`config.mk`:
```
export PLATFORM = sky130hd
export DESIGN_NAME = prot_reg_unit
export DESIGN_NICKNAME = d
export VERILOG_FILES = /design/src/rtl/prot_pkg.sv /design/src/rtl/prot_decode.sv /design/src/rtl/prot_state.sv /design/src/rtl/prot_guard.sv /design/src/rtl/prot_reg_unit.sv
export SDC_FILE = /design/constraint.sdc
export NUM_CORES = 1
export LEC_CHECK = 0
export BUFFER_PORTS_ARGS = -buffer_cell sky130_fd_sc_hd__buf_2
export CAP_MARGIN = 25
export CORE_MARGIN = 5
export CORE_UTILIZATION = 43
export DETAILED_ROUTE_END_ITERATION = 8
export PLACE_DENSITY = 0.75
export REMOVE_ABC_BUFFERS = 1
export SYNTH_ARGS = -nofsm -noshare
export SYNTH_HDL_FRONTEND = slang
export SYNTH_HIERARCHICAL = 1
export SYNTH_SLANG_ARGS = --single-unit
```
`constraint.sdc`:
```
create_clock -name clk_i -period 1.88 [get_ports clk_i]
set_clock_uncertainty 0.2 [all_clocks]
set_input_delay 0.188 -clock clk_i [delete_from_list [all_inputs] [get_ports clk_i]]
set_output_delay 0.188 -clock clk_i [all_outputs]
set_load 0.02 [all_outputs]
```
`src/rtl/prot_pkg.sv`:
```
package prot_pkg;
  typedef enum logic [1:0] {
    OP_SPECIAL = 2'b00,
    OP_PWRITE  = 2'b01,
    OP_PREAD   = 2'b10,
    OP_PCLEAR  = 2'b11
  } prot_op_e;

  typedef enum logic [1:0] {
    Q_SINGLE = 2'b00,
    Q_PAGE   = 2'b01,
    Q_ALL    = 2'b10,
    Q_RSVD   = 2'b11
  } qry_kind_e;

  typedef struct packed {
    logic en;
    logic wr;
    logic clr;
    logic dis;
  } prot_cmd_t;
endpackage

```
`src/rtl/prot_decode.sv`:
```
module prot_decode
  import prot_pkg::*;
#(
  parameter int AW = 8
) (
  input  logic          valid_i,
  input  logic          pre_i,
  input  logic [1:0]    op_i,
  input  logic [AW-1:0] addr_i,
  output prot_cmd_t     cmd_o
);
  always_comb begin
    cmd_o = '0;
    if (valid_i && pre_i) begin
      unique case (prot_op_e'(op_i))
        OP_SPECIAL: begin
          if (addr_i[AW-1 -: 2] == 2'b11) cmd_o.en = 1'b1;
          else if (addr_i == '0)          cmd_o.dis = 1'b1;
        end
        OP_PWRITE: cmd_o.wr = 1'b1;
        OP_PCLEAR: cmd_o.clr = &addr_i;
        default: ;  // read: readout bus is always live
      endcase
    end
  end
endmodule

```
`src/rtl/prot_state.sv`:
```
module prot_state
  import prot_pkg::*;
#(
  parameter int            AW        = 8,
  parameter logic [AW-1:0] INIT_REG  = '1,
  parameter logic          INIT_FLAG = 1'b1,
  parameter logic          INIT_LOCK = 1'b0
) (
  input  logic          clk_i,
  input  logic          rst_ni,
  input  logic          soft_rst_i,
  input  prot_cmd_t     cmd_i,
  input  logic          wp_en_i,
  input  logic [AW-1:0] addr_i,
  output logic [AW-1:0] bound_o,
  output logic          flag_o,
  output logic          lock_o,
  output logic          pr_en_o
);
  logic          pr_en_q, lock_q, flag_q;
  logic [AW-1:0] bound_q;
  logic          auth;

  assign auth = pr_en_q && wp_en_i && !lock_q;

  always_ff @(posedge clk_i or negedge rst_ni) begin
    if (!rst_ni) begin
      pr_en_q <= 1'b0;
      lock_q  <= INIT_LOCK;
      flag_q  <= INIT_FLAG;
      bound_q <= INIT_REG;
    end else begin
      if (soft_rst_i)                pr_en_q <= 1'b0;
      else if (cmd_i.en && wp_en_i)  pr_en_q <= 1'b1;
      if (auth) begin
        if (cmd_i.wr) begin
          bound_q <= addr_i;
          flag_q  <= 1'b0;
        end
        if (cmd_i.clr) begin
          bound_q <= '1;
          flag_q  <= 1'b1;
        end
        if (cmd_i.dis) lock_q <= 1'b1;
      end
    end
  end

  assign bound_o = bound_q;
  assign flag_o  = flag_q;
  assign lock_o  = lock_q;
  assign pr_en_o = pr_en_q;
endmodule

```
`src/rtl/prot_guard.sv`:
```
module prot_guard
  import prot_pkg::*;
#(
  parameter int AW         = 8,
  parameter int PAGE_WORDS = 4,
  parameter int CNT_W      = 3
) (
  input  logic [1:0]       kind_i,
  input  logic [AW-1:0]    addr_i,
  input  logic [CNT_W-1:0] count_i,
  input  logic [AW-1:0]    bound_i,
  input  logic             flag_i,
  output logic             allow_o
);
  localparam int PW = $clog2(PAGE_WORDS);

  logic [PAGE_WORDS-1:0] word_ok;

  for (genvar k = 0; k < PAGE_WORDS; k++) begin : g_word
    logic [PW-1:0] lo;
    logic [AW-1:0] waddr;
    logic          active;
    assign lo     = addr_i[PW-1:0] + PW'(k);
    assign waddr  = {addr_i[AW-1:PW], lo};
    assign active = (k == 0) || (CNT_W'(k) < count_i);
    assign word_ok[k] = !active || flag_i || (waddr <= bound_i);
  end

  always_comb begin
    unique case (qry_kind_e'(kind_i))
      Q_SINGLE: allow_o = flag_i || (addr_i <= bound_i);
      Q_PAGE:   allow_o = &word_ok;
      Q_ALL:    allow_o = flag_i;
      default:  allow_o = 1'b0;
    endcase
  end
endmodule

```
`src/rtl/prot_reg_unit.sv`:
```
module prot_reg_unit
  import prot_pkg::*;
#(
  parameter int                AW         = 8,
  parameter int                PAGE_WORDS = 4,
  parameter int                CNT_W      = $clog2(PAGE_WORDS + 1),
  parameter logic [AW-1:0]     INIT_REG   = '1,
  parameter logic              INIT_FLAG  = 1'b1,
  parameter logic              INIT_LOCK  = 1'b0
) (
  input  logic             clk_i,
  input  logic             rst_ni,
  input  logic             soft_rst_i,
  input  logic             instr_valid_i,
  input  logic             instr_pre_i,
  input  logic [1:0]       instr_op_i,
  input  logic [AW-1:0]    instr_addr_i,
  input  logic             wp_en_i,
  input  logic [1:0]       qry_kind_i,
  input  logic [AW-1:0]    qry_addr_i,
  input  logic [CNT_W-1:0] qry_count_i,
  output logic             qry_allow_o,
  output logic [AW:0]      rd_bits_o
);
  prot_cmd_t     cmd;
  logic [AW-1:0] bound;
  logic          flag, locked, pr_en;

  prot_decode #(.AW(AW)) u_decode (
    .valid_i (instr_valid_i),
    .pre_i   (instr_pre_i),
    .op_i    (instr_op_i),
    .addr_i  (instr_addr_i),
    .cmd_o   (cmd)
  );

  prot_state #(
    .AW(AW), .INIT_REG(INIT_REG), .INIT_FLAG(INIT_FLAG), .INIT_LOCK(INIT_LOCK)
  ) u_state (
    .clk_i      (clk_i),
    .rst_ni     (rst_ni),
    .soft_rst_i (soft_rst_i),
    .cmd_i      (cmd),
    .wp_en_i    (wp_en_i),
    .addr_i     (instr_addr_i),
    .bound_o    (bound),
    .flag_o     (flag),
    .lock_o     (locked),
    .pr_en_o    (pr_en)
  );

  prot_guard #(.AW(AW), .PAGE_WORDS(PAGE_WORDS), .CNT_W(CNT_W)) u_guard (
    .kind_i  (qry_kind_i),
    .addr_i  (qry_addr_i),
    .count_i (qry_count_i),
    .bound_i (bound),
    .flag_i  (flag),
    .allow_o (qry_allow_o)
  );

  assign rd_bits_o = {bound, flag};
endmodule

```
== After elaboration in Yosys (flattened, before gate mapping) ==
Index checks and enable logic that the tools add are counted.
Storage, ports and cells
  memory bits (read-only): 0
  register bits: 11
  bits in latches: 0
  word-level logic and storage cells: 58
  bits in writable memories: 0
  memories kept: 0
  input bits: 29
Cells by class
  muxes and demuxes: 15
  shift operators: 0
  $add $sub $neg: 3
  reduce and logical (&&, ||, !) cells: 24
  magnitude comparators: 7
  div/mod/pow operators: 0
  bitwise operators: 0
  multiply operators: 0
  equality and inequality tests: 5
Operator list (count)
  less-or-equal comparator 8 bit: 4
  2-to-1 mux 8 bit: 2
  2-to-1 mux 1 bit: 11
  logical NOT 8 bit: 1
  AND reduction 8 bit: 1
  logical OR 1 bit: 7
  equality test 2 bit, second input constant: 3
  < comparator 2 x 3 -> 1 bit, first input constant: 2
  adder 2 bit, second input constant: 2
  equality test 2 x 1 -> 1 bit, second input constant: 2
  logical AND 1 bit: 4
  logical NOT 1 bit: 4
  logical NOT 2 bit: 2
  2-to-1 mux 4 bit: 1
  AND reduction 2 bit: 2
  AND reduction 4 bit: 1
  nonzero test 2 bit: 2
  < comparator 1 x 3 -> 1 bit, first input constant: 1
  one-hot mux 1 bit (3 select lines): 1
  adder 2 x 1 -> 2 bit, second input constant: 1

== Depth between registers and ports, before layout ==
Gate-level depths: netlist (run 1).
  depth after elaboration: 8
  depth in mapped cells: 9
  depth with buffers taken out: 9

== By module ==
The synthesis (run 1) kept the hierarchy.
By module, submodules not included
  prot_state: cells an instance 44, seq. area each 286.5 µm², area each 496.7 µm², times used 1
  prot_guard: cells an instance 65, seq. area each 0.0 µm², area each 437.9 µm², times used 1
  prot_decode: cells an instance 11, seq. area each 0.0 µm², area each 70.1 µm², times used 1
  prot_reg_unit: cells an instance 1, seq. area each 0.0 µm², area each 7.5 µm², times used 1

== Worst setup path before layout (run 1) ==
Ideal clock, no wire load.
  path type: register to output
  from: reg u_state.bound_q[6] (netlist: u_state/bound_o[6])
  to: out qry_allow_o
  cell stages (with the launch flop): 9
  arrival time: 1.853 ns
  data required time: 1.492 ns
  buffers on the path: 0
  setup slack: -0.361 ns
  cell sequence: dfstp_2 inv_1 ha_1 nand4_4 nor2_4 a311oi_1 o21ai_1 a41oi_1 nor2_1
On the way
  longest elaborated chain between the ends: 4
  elaborated cells between the ends (all ways): 10
  classes of those cells: order compare (4); mux (1); reduce/logical (5)
Ends and longest elaborated chain
  from (decl): line prot_state.sv:21  | logic [AW-1:0] bound_q;
  from (signal assigned): line prot_state.sv:37  | bound_q <= addr_i;
  less-or-equal comparator 8 bit, on equally long branches: line prot_guard.sv:26, prot_guard.sv:31
  logical OR 1 bit, on equally long branches: line prot_guard.sv:26, prot_guard.sv:31
  AND reduction 4 bit: line prot_guard.sv:32  | Q_PAGE: allow_o = &word_ok;
  one-hot mux 1 bit (3 select lines) *: line prot_guard.sv:30  | unique case (qry_kind_e'(kind_i))
  to (decl): line prot_reg_unit.sv:22  | output logic qry_allow_o,
Mark *: on every way between the ends. The rest lies on a longest branch, timed or not.

== Worst setup path in the final report (run 1) ==
  from: reg u_state.bound_q[3] (netlist: u_state/bound_o[3])
  to: out qry_allow_o
The elaborated chain is that of the path after synthesis.

==> results of run 1 <==
[cells in the final DEF, fill, tap and decap left out, types with 3 or more instances in the layout]
cell type / n
sky130_fd_sc_hd__mux2i_1: 8
sky130_fd_sc_hd__a21oi_2: 3
sky130_fd_sc_hd__dfstp_2: 9
sky130_fd_sc_hd__inv_1: 18
sky130_fd_sc_hd__ha_1: 3
sky130_fd_sc_hd__buf_2: 37
sky130_fd_sc_hd__clkbuf_4: 3
sky130_fd_sc_hd__dlygate4sd3_1: 5
sky130_fd_sc_hd__nor2_1: 15
sky130_fd_sc_hd__nand2_1: 3
sky130_fd_sc_hd__inv_2: 3
sky130_fd_sc_hd__o21ai_1: 6
sky130_fd_sc_hd__ha_4: 9
sky130_fd_sc_hd__buf_4: 19
sky130_fd_sc_hd__nand3_1: 3
sky130_fd_sc_hd__a21oi_1: 9
[worst reg2reg max path, stage by stage (launching register included)]
cell and delay [ns]:
sky130_fd_sc_hd__dfrtp_1 0.39, sky130_fd_sc_hd__a21oi_1 0.13, sky130_fd_sc_hd__nor2_1 0.05, sky130_fd_sc_hd__dlygate4sd3_1 0.55
[repair_timing]
item,CTS,global route
endpoints found under the setup margin,1,9
setup buffers,2,1
resized for setup,20,9
pin swaps,6,3
hold buffers,5,0
hold endpoints to repair,14,0
[worst min-delay path by stage]
stage                               start                  to  slack (ns)  depth (start not counted)
after floorplan                    rst_ni      u_state/lock_o       -0.31                          0
after global placement             rst_ni      u_state/lock_o       -0.14                          1
after detailed placement           rst_ni     u_state/pr_en_o       -0.14                          1
after CTS                 instr_addr_i[2]  u_state/bound_o[2]       0.003                          3
after global routing      instr_addr_i[7]  u_state/bound_o[7]        0.02                          3
final                     instr_addr_i[7]  u_state/bound_o[7]       0.005                          3
[layer usage]
metal | global-route usage | up-vias
met5 | 0 | -
met4 | 0.0728 | 0
met3 | 0.0241 | 7
met2 | 0.329 | 46
met1 | 0.183 | 516
li1 | - | 552
[where the power goes]
part	switching, W	total (W)	internal [W]
Clock	0.0000749	0.000157	0.0000822
Combinational	0.0000835	0.000165	0.0000814
Sequential	0.00000103	0.000241	0.000240
[layout make-up]
type                    count  area [sq um]
inverters                  21          78.8
repair buffers             62           389
fillers                   168           641
well taps                  28          35.0
clock buffers               4          26.3
multi-input cells          86           777
flip-flops and latches     11           287
[stage by stage]
| step | setup slack [ns] | instances |
|---|---|---|
| floorplan | -0.361 | 118 |
| global placement | -0.321 | 200 |
| detailed placement | -0.361 | 200 |
| CTS | -0.546 | 211 |
| global route | -0.769 | 212 |
| finish | -0.679 | 212 |
[kinds of logic (layout without fill, tap and decap cells)]
logic type / Yosys count / after routing / synth area share
adders and majority gates: 12 / 12 / 0.148
buffers and inverters: 24 / 87 / 0.108
DFF: 11 / 11 / 0.283
xor gates and xnor gates: 1 / 1 / 0.00865
and+or+nand+nor: 37 / 37 / 0.209
AOI/OAI and AO/OA: 28 / 28 / 0.164
muxes: 8 / 8 / 0.0791
[state kept, by name (all words and copies together) (netlist names)]
| signal | count |
|---|---|
| u_state/bound_o | 8 |
| u_state/flag_o | 1 |
| u_state/pr_en_o | 1 |
| u_state/lock_o | 1 |
==> report_table.html, run 1 <==
<table>
<tr><th>Metric</th><th>Value</th></tr>
<tr><th colspan="2">Layout</th></tr>
<tr><td>Summed area of non-filler cells in the final layout</td><td>1590 sq um</td></tr>
<tr><td>Layout Nets</td><td>226</td></tr>
<tr><td>Count of antenna diodes in the layout</td><td>0</td></tr>
<tr><td>Area added between synthesis and finish</td><td>57.4%</td></tr>
<tr><td>Share of layout cells above drive strength 1</td><td>0.538</td></tr>
<tr><td>Post-layout util</td><td>0.713</td></tr>
<tr><th colspan="2">GRT</th></tr>
<tr><td>Aggregate global-route resource usage</td><td>0.171</td></tr>
<tr><td>Number of global-route vias before repair</td><td>1168</td></tr>
<tr><td>Number of antenna violations at the first check in global routing</td><td>0</td></tr>
<tr><td>Final global-route overflow total</td><td>0</td></tr>
<tr><td>Maximum number of pins on one net before global-route repair</td><td>12</td></tr>
<tr><td>Global-route wire length before repair</td><td>4710 um</td></tr>
<tr><th colspan="2">Route</th></tr>
<tr><td>Antenna Nets Post-Route</td><td>0</td></tr>
<tr><td>Total vias in the final route</td><td>1121</td></tr>
<tr><td>Detailed-routed wire length on met3</td><td>179 um</td></tr>
<tr><td>Total routed wire length on the met1 layer</td><td>1110 um</td></tr>
<tr><td>Routed wire length on met2</td><td>1660 um</td></tr>
<tr><td>Highest routed metal layer</td><td>met4</td></tr>
<tr><td>Drt via density</td><td>5.29</td></tr>
<tr><td>Drt initial violations</td><td>33</td></tr>
<tr><td>Post-DR wirelength/cell</td><td>14.2 um</td></tr>
<tr><td>Remaining DRCs</td><td>0</td></tr>
<tr><td>Detailed Routing Iterations Pass 1</td><td>6</td></tr>
<tr><td>Detailed-route wire length</td><td>3020 um</td></tr>
<tr><th colspan="2">Placed design</th></tr>
<tr><td>Estimated wirelength of the detail-placed design</td><td>2120 um</td></tr>
<tr><td>Post-place instance area</td><td>1330 sq um</td></tr>
<tr><td>Number of I/O port buffers</td><td>38</td></tr>
<tr><td>Gp weighted congestion</td><td>0.792</td></tr>
<tr><th colspan="2">Critical path</th></tr>
<tr><td>Worst Setup Path Type</td><td>register to primary output</td></tr>
<tr><td>Slack of the worst reg-to-reg path</td><td>0.46 ns</td></tr>
<tr><td>Worst path arrival time</td><td>2.17 ns</td></tr>
<tr><td>Crit path required time</td><td>1.49 ns</td></tr>
<tr><td>Cell depth of the worst flop-to-flop path</td><td>3</td></tr>
<tr><td>Critical path's most frequent cell</td><td>sky130_fd_sc_hd__nor2_1</td></tr>
<tr><td>Reg-to-reg critical path endpoint</td><td>u_state/pr_en_o</td></tr>
<tr><td>Critical Path Slowest Stage Cell</td><td>sky130_fd_sc_hd__dfstp_2</td></tr>
<tr><td>Crit Reg-Reg Startpoint</td><td>u_state/pr_en_o</td></tr>
<tr><td>Number of buffer and inverter instances along the worst setup path</td><td>2</td></tr>
<tr><td>Largest fanout on the critical path</td><td>4</td></tr>
<tr><td>Ordered list of cells on the worst path</td><td>inv_1 &gt; ha_4 &gt; and2_4 &gt; o21ai_1 &gt; a21oi_1 &gt; nor2_1 &gt; a311oi_2 &gt; nor2_1 &gt; buf_4</td></tr>
<tr><td>Largest stage delay on the critical path</td><td>0.53 ns</td></tr>
<tr><td>Termination of the worst setup path</td><td>qry_allow_o</td></tr>
<tr><td>Startpoint types</td><td>register</td></tr>
<tr><td>Cell depth of the worst setup path</td><td>9</td></tr>
<tr><td>Capturing element type of the critical path</td><td>primary output</td></tr>
<tr><td>Family with the most delay on the worst path</td><td>flip-flops</td></tr>
<tr><td>Critical Path Source</td><td>u_state/bound_o[3]</td></tr>
<tr><th colspan="2">Timing</th></tr>
<tr><td>Count of final setup violators</td><td>1</td></tr>
<tr><td>Worst slew margin relative to its limit</td><td>0.801</td></tr>
<tr><td>Unrepaired setup endpoints after global routing</td><td>yes</td></tr>
<tr><td>Number of pins with negative max-slew slack in the final report</td><td>0</td></tr>
<tr><td>Final Critical Period</td><td>2.56 ns</td></tr>
<tr><td>Final worst-path cycle share</td><td>1.36</td></tr>
<tr><td>Total Neg Setup Slack</td><td>-0.679 ns</td></tr>
<tr><td>Final hold violations</td><td>0</td></tr>
<tr><td>Maximum achievable frequency</td><td>391 MHz</td></tr>
<tr><td>Slack of the critical path</td><td>-0.679 ns</td></tr>
<tr><td>Minimum hold slack</td><td>0.00524 ns</td></tr>
<tr><td>Slew at the pin closest to its max-slew limit</td><td>0.296 ns</td></tr>
<tr><th colspan="2">Pwr</th></tr>
<tr><td>Leakage power total</td><td>0.786 nW</td></tr>
<tr><td>Power density cells</td><td>354 nW/um^2</td></tr>
<tr><td>Maximum resistive drop on vdd</td><td>515 uV</td></tr>
<tr><td>Pwr Total</td><td>0.000563 W</td></tr>
<tr><th colspan="2">Floorplanning</th></tr>
<tr><td>Core region area</td><td>2230 sq um</td></tr>
<tr><td>Die extent in y</td><td>58.5 um</td></tr>
<tr><td>Horizontal die dimension</td><td>58.5 um</td></tr>
<tr><td>Number of primary I/O pins</td><td>39</td></tr>
<tr><td>Total Die Area</td><td>3420 sq um</td></tr>
<tr><td>Num rows</td><td>17</td></tr>
<tr><td>Initial Utilization</td><td>0.453</td></tr>
<tr><th colspan="2">Clocking</th></tr>
<tr><td>Library cell used as clock root buffer</td><td>sky130_fd_sc_hd__clkbuf_4</td></tr>
<tr><td>CTS tree</td><td>done</td></tr>
<tr><td>Clock transition at the register clock pins on the worst setup and hold paths after CTS</td><td>0.07 ns</td></tr>
<tr><td>CTS buffer count</td><td>3</td></tr>
<tr><td>Number of sinks handled by clock tree synthesis</td><td>11</td></tr>
<tr><td>H-tree depth</td><td>1</td></tr>
<tr><td>CTS max path bufs</td><td>2</td></tr>
<tr><td>Clock Latency Late Sink</td><td>0.27 ns</td></tr>
<tr><th colspan="2">Synth</th></tr>
<tr><td>Number of synthesis warnings</td><td>6</td></tr>
<tr><td>Post-synthesis cell type count</td><td>32</td></tr>
<tr><td>Post-synthesis register bit count</td><td>11</td></tr>
<tr><td>Number of enable-type register cells in the synthesized netlist</td><td>0</td></tr>
<tr><td>Seq/Total Area, Yosys</td><td>0.283</td></tr>
<tr><td>Post-synthesis instance area</td><td>1010 sq um</td></tr>
<tr><td>Area leader, netlist</td><td>sky130_fd_sc_hd__dfstp_2</td></tr>
<tr><td>Cell types with the highest counts after synthesis</td><td>sky130_fd_sc_hd__inv_1, sky130_fd_sc_hd__nor2_1, sky130_fd_sc_hd__a21oi_1, sky130_fd_sc_hd__ha_1, sky130_fd_sc_hd__dfstp_2</td></tr>
<tr><td>Post-Syn Area per Cell</td><td>8.37 sq um</td></tr>
<tr><td>Cell types occupying the most area after synthesis</td><td>sky130_fd_sc_hd__dfstp_2, sky130_fd_sc_hd__ha_1, sky130_fd_sc_hd__mux2i_1, sky130_fd_sc_hd__inv_1, sky130_fd_sc_hd__a21oi_1</td></tr>
<tr><td>Primary FF master, synth</td><td>sky130_fd_sc_hd__dfstp_2</td></tr>
<tr><td>Share of the synthesized area in the top cell type</td><td>0.234</td></tr>
<tr><td>Async set-reset flop share out of synthesis</td><td>1.00</td></tr>
<tr><td>Cell count after synthesis</td><td>121</td></tr>
<tr><td>Most frequent cell after synthesis</td><td>sky130_fd_sc_hd__inv_1</td></tr>
<tr><th colspan="2">Run status</th></tr>
<tr><td>Failing checks</td><td>negative setup slack</td></tr>
<tr><td>Result of the run</td><td>finished, violations left</td></tr>
<tr><th colspan="2">Worst hold path</th></tr>
<tr><td>Worst hold path type</td><td>primary input to register</td></tr>
<tr><th colspan="2">Job</th></tr>
<tr><td>Max-cap check violation count</td><td>0</td></tr>
</table>
Note: power is estimated with default switching activity, not from simulation.
==> run 2: changes to the inputs <==
- REMOVE_ABC_BUFFERS: 1 -> not set
- SLEW_MARGIN: not set -> 15
==> run 2 against run 1 <==
Net effect: the run still ends with negative setup slack left; flip-flop and latch count stayed put; critical path depth is the same; sequential share of layout area up 0.19 points; non-clock buffer count unchanged; register-to-register slack got worse by 0.03 ns; critical path type unchanged; critical endpoint unchanged; largest power group unchanged; highest routed layer unchanged.
==> report_table.html, run 2 (synthesis results as in run 1) <==
<table>
<tr><th>Metric</th><th>Value</th></tr>
<tr><th colspan="2">Clocking</th></tr>
<tr><td>Number of sinks handled by clock tree synthesis</td><td>11</td></tr>
<tr><td>H-tree depth</td><td>1</td></tr>
<tr><td>CTS tree</td><td>done</td></tr>
<tr><td>CTS buffer count</td><td>3</td></tr>
<tr><td>Clock transition at the register clock pins on the worst setup and hold paths after CTS</td><td>0.07 ns</td></tr>
<tr><td>Clock Latency Late Sink</td><td>0.26 ns</td></tr>
<tr><td>Library cell used as clock root buffer</td><td>sky130_fd_sc_hd__clkbuf_4</td></tr>
<tr><td>CTS max path bufs</td><td>2</td></tr>
<tr><th colspan="2">Pwr</th></tr>
<tr><td>Pwr Total</td><td>0.000562 W</td></tr>
<tr><td>Power density cells</td><td>356 nW/um^2</td></tr>
<tr><td>Leakage power total</td><td>0.789 nW</td></tr>
<tr><td>Maximum resistive drop on vdd</td><td>360 uV</td></tr>
<tr><th colspan="2">Critical path</th></tr>
<tr><td>Crit Reg-Reg Startpoint</td><td>u_state/pr_en_o</td></tr>
<tr><td>Slack of the worst reg-to-reg path</td><td>0.43 ns</td></tr>
<tr><td>Startpoint types</td><td>register</td></tr>
<tr><td>Number of buffer and inverter instances along the worst setup path</td><td>2</td></tr>
<tr><td>Capturing element type of the critical path</td><td>primary output</td></tr>
<tr><td>Termination of the worst setup path</td><td>qry_allow_o</td></tr>
<tr><td>Ordered list of cells on the worst path</td><td>inv_2 &gt; ha_4 &gt; nand4_4 &gt; nor2_4 &gt; a311oi_2 &gt; o21ai_1 &gt; a41oi_2 &gt; nor2_2 &gt; buf_6</td></tr>
<tr><td>Crit path required time</td><td>1.49 ns</td></tr>
<tr><td>Worst Setup Path Type</td><td>register to primary output</td></tr>
<tr><td>Cell depth of the worst setup path</td><td>9</td></tr>
<tr><td>Cell depth of the worst flop-to-flop path</td><td>3</td></tr>
<tr><td>Critical Path Source</td><td>u_state/bound_o[7]</td></tr>
<tr><td>Family with the most delay on the worst path</td><td>flip-flops</td></tr>
<tr><td>Largest fanout on the critical path</td><td>5</td></tr>
<tr><td>Reg-to-reg critical path endpoint</td><td>u_state/pr_en_o</td></tr>
<tr><td>Critical Path Slowest Stage Cell</td><td>sky130_fd_sc_hd__dfstp_2</td></tr>
<tr><td>Largest stage delay on the critical path</td><td>0.54 ns</td></tr>
<tr><td>Worst path arrival time</td><td>2.14 ns</td></tr>
<tr><th colspan="2">Worst hold path</th></tr>
<tr><td>Worst hold path type</td><td>primary input to register</td></tr>
<tr><td>Source of the worst hold timing path</td><td>instr_addr_i[0]</td></tr>
<tr><th colspan="2">Layout</th></tr>
<tr><td>Area added between synthesis and finish</td><td>55.7%</td></tr>
<tr><td>Count of antenna diodes in the layout</td><td>0</td></tr>
<tr><td>Layout Nets</td><td>226</td></tr>
<tr><td>Commonest cells after routing, fill and taps aside</td><td>sky130_fd_sc_hd__buf_2, sky130_fd_sc_hd__buf_4, sky130_fd_sc_hd__inv_1</td></tr>
<tr><td>Flip-flop count of the largest register after layout</td><td>8</td></tr>
<tr><td>Share of layout cells above drive strength 1</td><td>0.516</td></tr>
<tr><td>Most common library cell in the layout ignoring fill and taps</td><td>sky130_fd_sc_hd__buf_2</td></tr>
<tr><th colspan="2">Timing</th></tr>
<tr><td>Number of pins with negative max-slew slack in the final report</td><td>0</td></tr>
<tr><td>Worst slew margin relative to its limit</td><td>0.744</td></tr>
<tr><td>Final hold violations</td><td>0</td></tr>
<tr><td>Final worst-path cycle share</td><td>1.34</td></tr>
<tr><td>Count of final setup violators</td><td>1</td></tr>
<tr><td>Slack of the critical path</td><td>-0.648 ns</td></tr>
<tr><td>Slew at the pin closest to its max-slew limit</td><td>0.380 ns</td></tr>
<tr><td>Final Critical Period</td><td>2.53 ns</td></tr>
<tr><td>Maximum achievable frequency</td><td>396 MHz</td></tr>
<tr><td>Unrepaired setup endpoints after global routing</td><td>yes</td></tr>
<tr><th colspan="2">Route</th></tr>
<tr><td>Antenna Nets Post-Route</td><td>0</td></tr>
<tr><td>Drt initial violations</td><td>24</td></tr>
<tr><td>Detailed-route wire length</td><td>2870 um</td></tr>
<tr><td>Remaining DRCs</td><td>0</td></tr>
<tr><td>Total vias in the final route</td><td>1114</td></tr>
<tr><td>Detailed Routing Iterations Pass 1</td><td>4</td></tr>
<tr><td>Post-DR wirelength/cell</td><td>13.5 um</td></tr>
<tr><td>Drt via density</td><td>5.25</td></tr>
<tr><th colspan="2">Floorplanning</th></tr>
<tr><td>Horizontal die dimension</td><td>58.5 um</td></tr>
<tr><td>Core region area</td><td>2230 sq um</td></tr>
<tr><td>Num rows</td><td>17</td></tr>
<tr><td>Die extent in y</td><td>58.5 um</td></tr>
<tr><td>Initial Utilization</td><td>0.453</td></tr>
<tr><td>Number of primary I/O pins</td><td>39</td></tr>
<tr><td>Total Die Area</td><td>3420 sq um</td></tr>
<tr><th colspan="2">Synth</th></tr>
<tr><td>Net count after synthesis</td><td>162</td></tr>
<tr><th colspan="2">GRT</th></tr>
<tr><td>Final global-route overflow total</td><td>0</td></tr>
<tr><td>Number of global-route vias before repair</td><td>1155</td></tr>
<tr><td>Global-route wire length before repair</td><td>4610 um</td></tr>
<tr><td>Number of antenna violations at the first check in global routing</td><td>0</td></tr>
<tr><td>Maximum number of pins on one net before global-route repair</td><td>12</td></tr>
<tr><td>Aggregate global-route resource usage</td><td>0.171</td></tr>
<tr><th colspan="2">Placed design</th></tr>
<tr><td>Minimum setup slack after placement</td><td>-0.347 ns</td></tr>
<tr><td>Number of I/O port buffers</td><td>38</td></tr>
<tr><td>Estimated wirelength of the detail-placed design</td><td>2200 um</td></tr>
<tr><td>Gp weighted congestion</td><td>0.900</td></tr>
<tr><th colspan="2">Run status</th></tr>
<tr><td>Failing checks</td><td>negative setup slack</td></tr>
<tr><td>Result of the run</td><td>finished, violations left</td></tr>
<tr><th colspan="2">Job</th></tr>
<tr><td>Max-cap check violation count</td><td>0</td></tr>
</table>
-- run 2: layer usage --
metal	vias up	routed length, um	GRT usage
met4	0	55	0.0596
li1	545	-	-
met1	521	1060	0.172
met2	40	1570	0.344
met3	8	189	0.0307
met5	-	0	0
-- run 2: area by class of cell --
class                      instances  area, sq um
fill                             187          657
inverter                          21         78.8
timing repair buffer              62          394
multi-input combinational         86          756
tap                               28         35.0
clock buffer                       4         26.3
sequential                        11          287
-- run 2: worst min-delay path by stage --
stage                     slack [ns]  cells past startpoint                  to
after global placement         -0.13                      1      u_state/lock_o
after floorplan                -0.31                      0      u_state/lock_o
after global routing            0.04                      3  u_state/bound_o[0]
final                           0.02                      3  u_state/bound_o[0]
after detailed placement       -0.13                      1     u_state/pr_en_o
after CTS                      0.009                      3  u_state/bound_o[0]
-- run 2: stage by stage --
stage / instance area [sq um] / cells / hold slack, ns / setup TNS, ns / util
3_5_place_dp: 1370 / 198 / -0.134 / -0.347 / 0.615
2_1_floorplan: 1070 / 121 / -0.308 / -0.255 / -
6_report: 1580 / 212 / 0.0189 / -0.648 / 0.706
4_1_cts: 1520 / 210 / 0.00877 / -0.583 / 0.682
5_1_grt: 1580 / 212 / 0.0392 / -0.713 / 0.706
3_3_place_gp: 1370 / 198 / -0.135 / -0.304 / 0.615
-- run 2: repair_timing --
action | CTS | global route
hold buffers | 7 | 0
pin swaps | 11 | 9
setup buffers | 1 | 2
resized for setup | 10 | 6
setup endpoints to repair | 1 | 1
hold endpoints to repair | 16 | 0
-- run 2: where the power goes --
group | leakage, nW | switching [W] | internal (W) | total, W
clock network | 0.0150 | 0.0000745 | 0.0000820 | 0.000157
logic | 0.652 | 0.0000812 | 0.0000827 | 0.000164
registers | 0.122 | 0.000000997 | 0.000240 | 0.000241
-- run 2: worst register-to-register path: stages, from the launching register on --
cell,delay (ns)
sky130_fd_sc_hd__dfrtp_1,0.39
sky130_fd_sc_hd__a21oi_1,0.13
sky130_fd_sc_hd__nor2_1,0.05
sky130_fd_sc_hd__dlygate4sd3_1,0.55
==> run 3: changes to the inputs <==
- RECOVER_POWER: not set -> 25
==> run 3 against run 2 <==
Net effect: the flow still finishes with violations (negative setup slack); register-to-register slack about the same; combinational power about the same; via count stayed put; sequential share of layout area hardly changed.
==> report_table.html, run 3 (synthesis results as in run 1) <==
<table>
<tr><th>Metric</th><th>Value</th></tr>
<tr><th colspan="2">Run status</th></tr>
<tr><td>Result of the run</td><td>finished, violations left</td></tr>
<tr><td>Failing checks</td><td>negative setup slack</td></tr>
<tr><th colspan="2">Route</th></tr>
<tr><td>Drt initial violations</td><td>24</td></tr>
<tr><td>Post-DR wirelength/cell</td><td>13.5 um</td></tr>
<tr><td>Antenna Nets Post-Route</td><td>0</td></tr>
<tr><td>Total vias in the final route</td><td>1114</td></tr>
<tr><td>Remaining DRCs</td><td>0</td></tr>
<tr><td>Detailed-route wire length</td><td>2870 um</td></tr>
<tr><td>Detailed Routing Iterations Pass 1</td><td>4</td></tr>
<tr><td>Drt via density</td><td>5.25</td></tr>
<tr><th colspan="2">Floorplanning</th></tr>
<tr><td>Core region area</td><td>2230 sq um</td></tr>
<tr><td>Die extent in y</td><td>58.5 um</td></tr>
<tr><td>Number of primary I/O pins</td><td>39</td></tr>
<tr><td>Total Die Area</td><td>3420 sq um</td></tr>
<tr><td>Initial Utilization</td><td>0.453</td></tr>
<tr><td>Horizontal die dimension</td><td>58.5 um</td></tr>
<tr><td>Num rows</td><td>17</td></tr>
<tr><th colspan="2">Layout</th></tr>
<tr><td>Summed area of non-filler cells in the final layout</td><td>1580 sq um</td></tr>
<tr><td>Flip-flop count of the largest register after layout</td><td>8</td></tr>
<tr><td>Most common library cell in the layout ignoring fill and taps</td><td>sky130_fd_sc_hd__buf_2</td></tr>
<tr><td>Commonest cells after routing, fill and taps aside</td><td>sky130_fd_sc_hd__buf_2, sky130_fd_sc_hd__buf_4, sky130_fd_sc_hd__inv_1</td></tr>
<tr><td>Non-Filler Instances</td><td>212</td></tr>
<tr><td>Area added between synthesis and finish</td><td>55.6%</td></tr>
<tr><td>Layout Nets</td><td>226</td></tr>
<tr><td>Count of antenna diodes in the layout</td><td>0</td></tr>
<tr><td>Post-layout util</td><td>0.705</td></tr>
<tr><td>Share of layout cells above drive strength 1</td><td>0.511</td></tr>
<tr><th colspan="2">GRT</th></tr>
<tr><td>Global-route wire length before repair</td><td>4610 um</td></tr>
<tr><td>Aggregate global-route resource usage</td><td>0.171</td></tr>
<tr><td>Final global-route overflow total</td><td>0</td></tr>
<tr><td>Maximum number of pins on one net before global-route repair</td><td>12</td></tr>
<tr><td>Number of global-route vias before repair</td><td>1155</td></tr>
<tr><td>Number of antenna violations at the first check in global routing</td><td>0</td></tr>
<tr><th colspan="2">Pwr</th></tr>
<tr><td>Internal power</td><td>0.000405 W</td></tr>
<tr><td>Share of total power consumed by net switching</td><td>0.279</td></tr>
<tr><td>Part of the total power dissipated in the clock network</td><td>0.279</td></tr>
<tr><td>Power density cells</td><td>356 nW/um^2</td></tr>
<tr><td>Leakage power total</td><td>0.786 nW</td></tr>
<tr><td>Comb pwr share</td><td>0.291</td></tr>
<tr><td>Sw Pwr</td><td>0.000157 W</td></tr>
<tr><td>Maximum resistive drop on vdd</td><td>360 uV</td></tr>
<tr><td>Power share of the sequential group</td><td>0.430</td></tr>
<tr><th colspan="2">Critical path</th></tr>
<tr><td>Cell depth of the worst flop-to-flop path</td><td>3</td></tr>
<tr><td>Slack of the worst reg-to-reg path</td><td>0.43 ns</td></tr>
<tr><td>Crit Reg-Reg Startpoint</td><td>u_state/pr_en_o</td></tr>
<tr><td>Crit path required time</td><td>1.49 ns</td></tr>
<tr><td>Reg-to-reg critical path endpoint</td><td>u_state/pr_en_o</td></tr>
<tr><td>Family with the most delay on the worst path</td><td>flip-flops</td></tr>
<tr><td>Startpoint types</td><td>register</td></tr>
<tr><td>Capturing element type of the critical path</td><td>primary output</td></tr>
<tr><td>Critical Path Slowest Stage Cell</td><td>sky130_fd_sc_hd__dfstp_2</td></tr>
<tr><td>Ordered list of cells on the worst path</td><td>inv_2 &gt; ha_4 &gt; nand4_4 &gt; nor2_4 &gt; a311oi_2 &gt; o21ai_1 &gt; a41oi_2 &gt; nor2_2 &gt; buf_6</td></tr>
<tr><td>Largest fanout on the critical path</td><td>5</td></tr>
<tr><td>Worst path arrival time</td><td>2.14 ns</td></tr>
<tr><td>Worst Setup Path Type</td><td>register to primary output</td></tr>
<tr><td>Largest stage delay on the critical path</td><td>0.54 ns</td></tr>
<tr><td>Number of buffer and inverter instances along the worst setup path</td><td>2</td></tr>
<tr><th colspan="2">Clocking</th></tr>
<tr><td>CTS buffer count</td><td>3</td></tr>
<tr><td>CTS tree</td><td>done</td></tr>
<tr><td>H-tree depth</td><td>1</td></tr>
<tr><td>Clock transition at the register clock pins on the worst setup and hold paths after CTS</td><td>0.07 ns</td></tr>
<tr><td>Library cell used as clock root buffer</td><td>sky130_fd_sc_hd__clkbuf_4</td></tr>
<tr><td>CTS max path bufs</td><td>2</td></tr>
<tr><td>Clock Latency Late Sink</td><td>0.26 ns</td></tr>
<tr><td>Number of sinks handled by clock tree synthesis</td><td>11</td></tr>
<tr><th colspan="2">Timing</th></tr>
<tr><td>Minimum hold slack</td><td>0.0189 ns</td></tr>
<tr><td>Final worst-path cycle share</td><td>1.34</td></tr>
<tr><td>Total Neg Setup Slack</td><td>-0.648 ns</td></tr>
<tr><td>Slew at the pin closest to its max-slew limit</td><td>0.574 ns</td></tr>
<tr><td>Maximum achievable frequency</td><td>396 MHz</td></tr>
<tr><td>Worst slew margin relative to its limit</td><td>0.617</td></tr>
<tr><td>Final Critical Period</td><td>2.53 ns</td></tr>
<tr><td>Number of pins with negative max-slew slack in the final report</td><td>0</td></tr>
<tr><td>Final hold violations</td><td>0</td></tr>
<tr><td>Unrepaired setup endpoints after global routing</td><td>yes</td></tr>
<tr><td>Count of final setup violators</td><td>1</td></tr>
<tr><td>Slack of the critical path</td><td>-0.648 ns</td></tr>
<tr><th colspan="2">Worst hold path</th></tr>
<tr><td>Source of the worst hold timing path</td><td>instr_addr_i[0]</td></tr>
<tr><td>End point of the most critical hold path</td><td>u_state/bound_o[0]</td></tr>
<tr><td>Cell depth of the worst min-delay path</td><td>3</td></tr>
<tr><td>Worst hold path type</td><td>primary input to register</td></tr>
<tr><th colspan="2">Placed design</th></tr>
<tr><td>Post-place instance area</td><td>1370 sq um</td></tr>
<tr><td>Total instance count after detailed placement</td><td>198</td></tr>
<tr><td>Number of I/O port buffers</td><td>38</td></tr>
<tr><td>Estimated wirelength of the detail-placed design</td><td>2200 um</td></tr>
<tr><td>Gp weighted congestion</td><td>0.900</td></tr>
<tr><th colspan="2">Synth</th></tr>
<tr><td>Net count after synthesis</td><td>162</td></tr>
<tr><th colspan="2">Job</th></tr>
<tr><td>Max-cap check violation count</td><td>0</td></tr>
</table>
## run 3: cell count changes in the layout (fill, tap and decap cells not counted), sizes merged
| cell | change |
|---|---|
| buf | -1 |
| clkbuf | +1 |
## run 3: timing repair
action | in CTS | in global routing
cloned | 0 | 0
buffers inserted | 1 | 2
pin swaps | 11 | 9
setup endpoints to repair | 1 | 1
hold buffers | 7 | 0
gates resized for setup | 10 | 6
endpoints found under the hold margin | 16 | 0
## run 3: stage by stage
stage | worst slack (ns) | power (W)
finish | -0.648 | 0.000561
global route | -0.713 | 0.000603
CTS | -0.583 | 0.000558
detailed placement | -0.347 | 0.000378
global placement | -0.304 | 0.000373
floorplan | -0.255 | 0.000309
## run 3: cell type report
cell class | instances | area [sq um]
well taps | 28 | 35.0
flip-flops and latches | 11 | 287
inverters | 21 | 78.8
clock buffers | 4 | 26.3
repair buffers | 62 | 393
multi-input cells | 86 | 756
fillers | 188 | 658
## run 3: tightest hold or removal path: stages
cell and delay, ns:
sky130_fd_sc_hd__buf_2 0.11, sky130_fd_sc_hd__nor2_1 0.10, sky130_fd_sc_hd__mux2i_1 0.08
## run 3: how the worst max path moves through the flow
stage                            start  cells past startpoint  slack, ns           to
floorplan           u_state/bound_o[7]                      8      -0.26  qry_allow_o
global placement    u_state/bound_o[3]                      9      -0.30  qry_allow_o
detailed placement  u_state/bound_o[3]                      9      -0.35  qry_allow_o
CTS                 u_state/bound_o[6]                      9      -0.58  qry_allow_o
global route        u_state/bound_o[6]                      9      -0.71  qry_allow_o
finish              u_state/bound_o[7]                      9      -0.65  qry_allow_o
## run 3: power groups by stage
stage,clock network [W],registers [W],logic (W)
after floorplan,0,0.000247,0.0000616
after global placement,0,0.000245,0.000128
after detailed placement,0,0.000245,0.000133
after CTS,0.000165,0.000241,0.000152
after global routing,0.000182,0.000241,0.000179
final,0.000157,0.000241,0.000164
## run 3: per-layer routing
metal | wire length, um | GRT usage | up-vias
li1 | - | - | 545
met1 | 1060 | 0.172 | 521
met2 | 1570 | 0.344 | 40
met3 | 189 | 0.0307 | 8
met4 | 55 | 0.0596 | 0
met5 | 0 | 0 | -
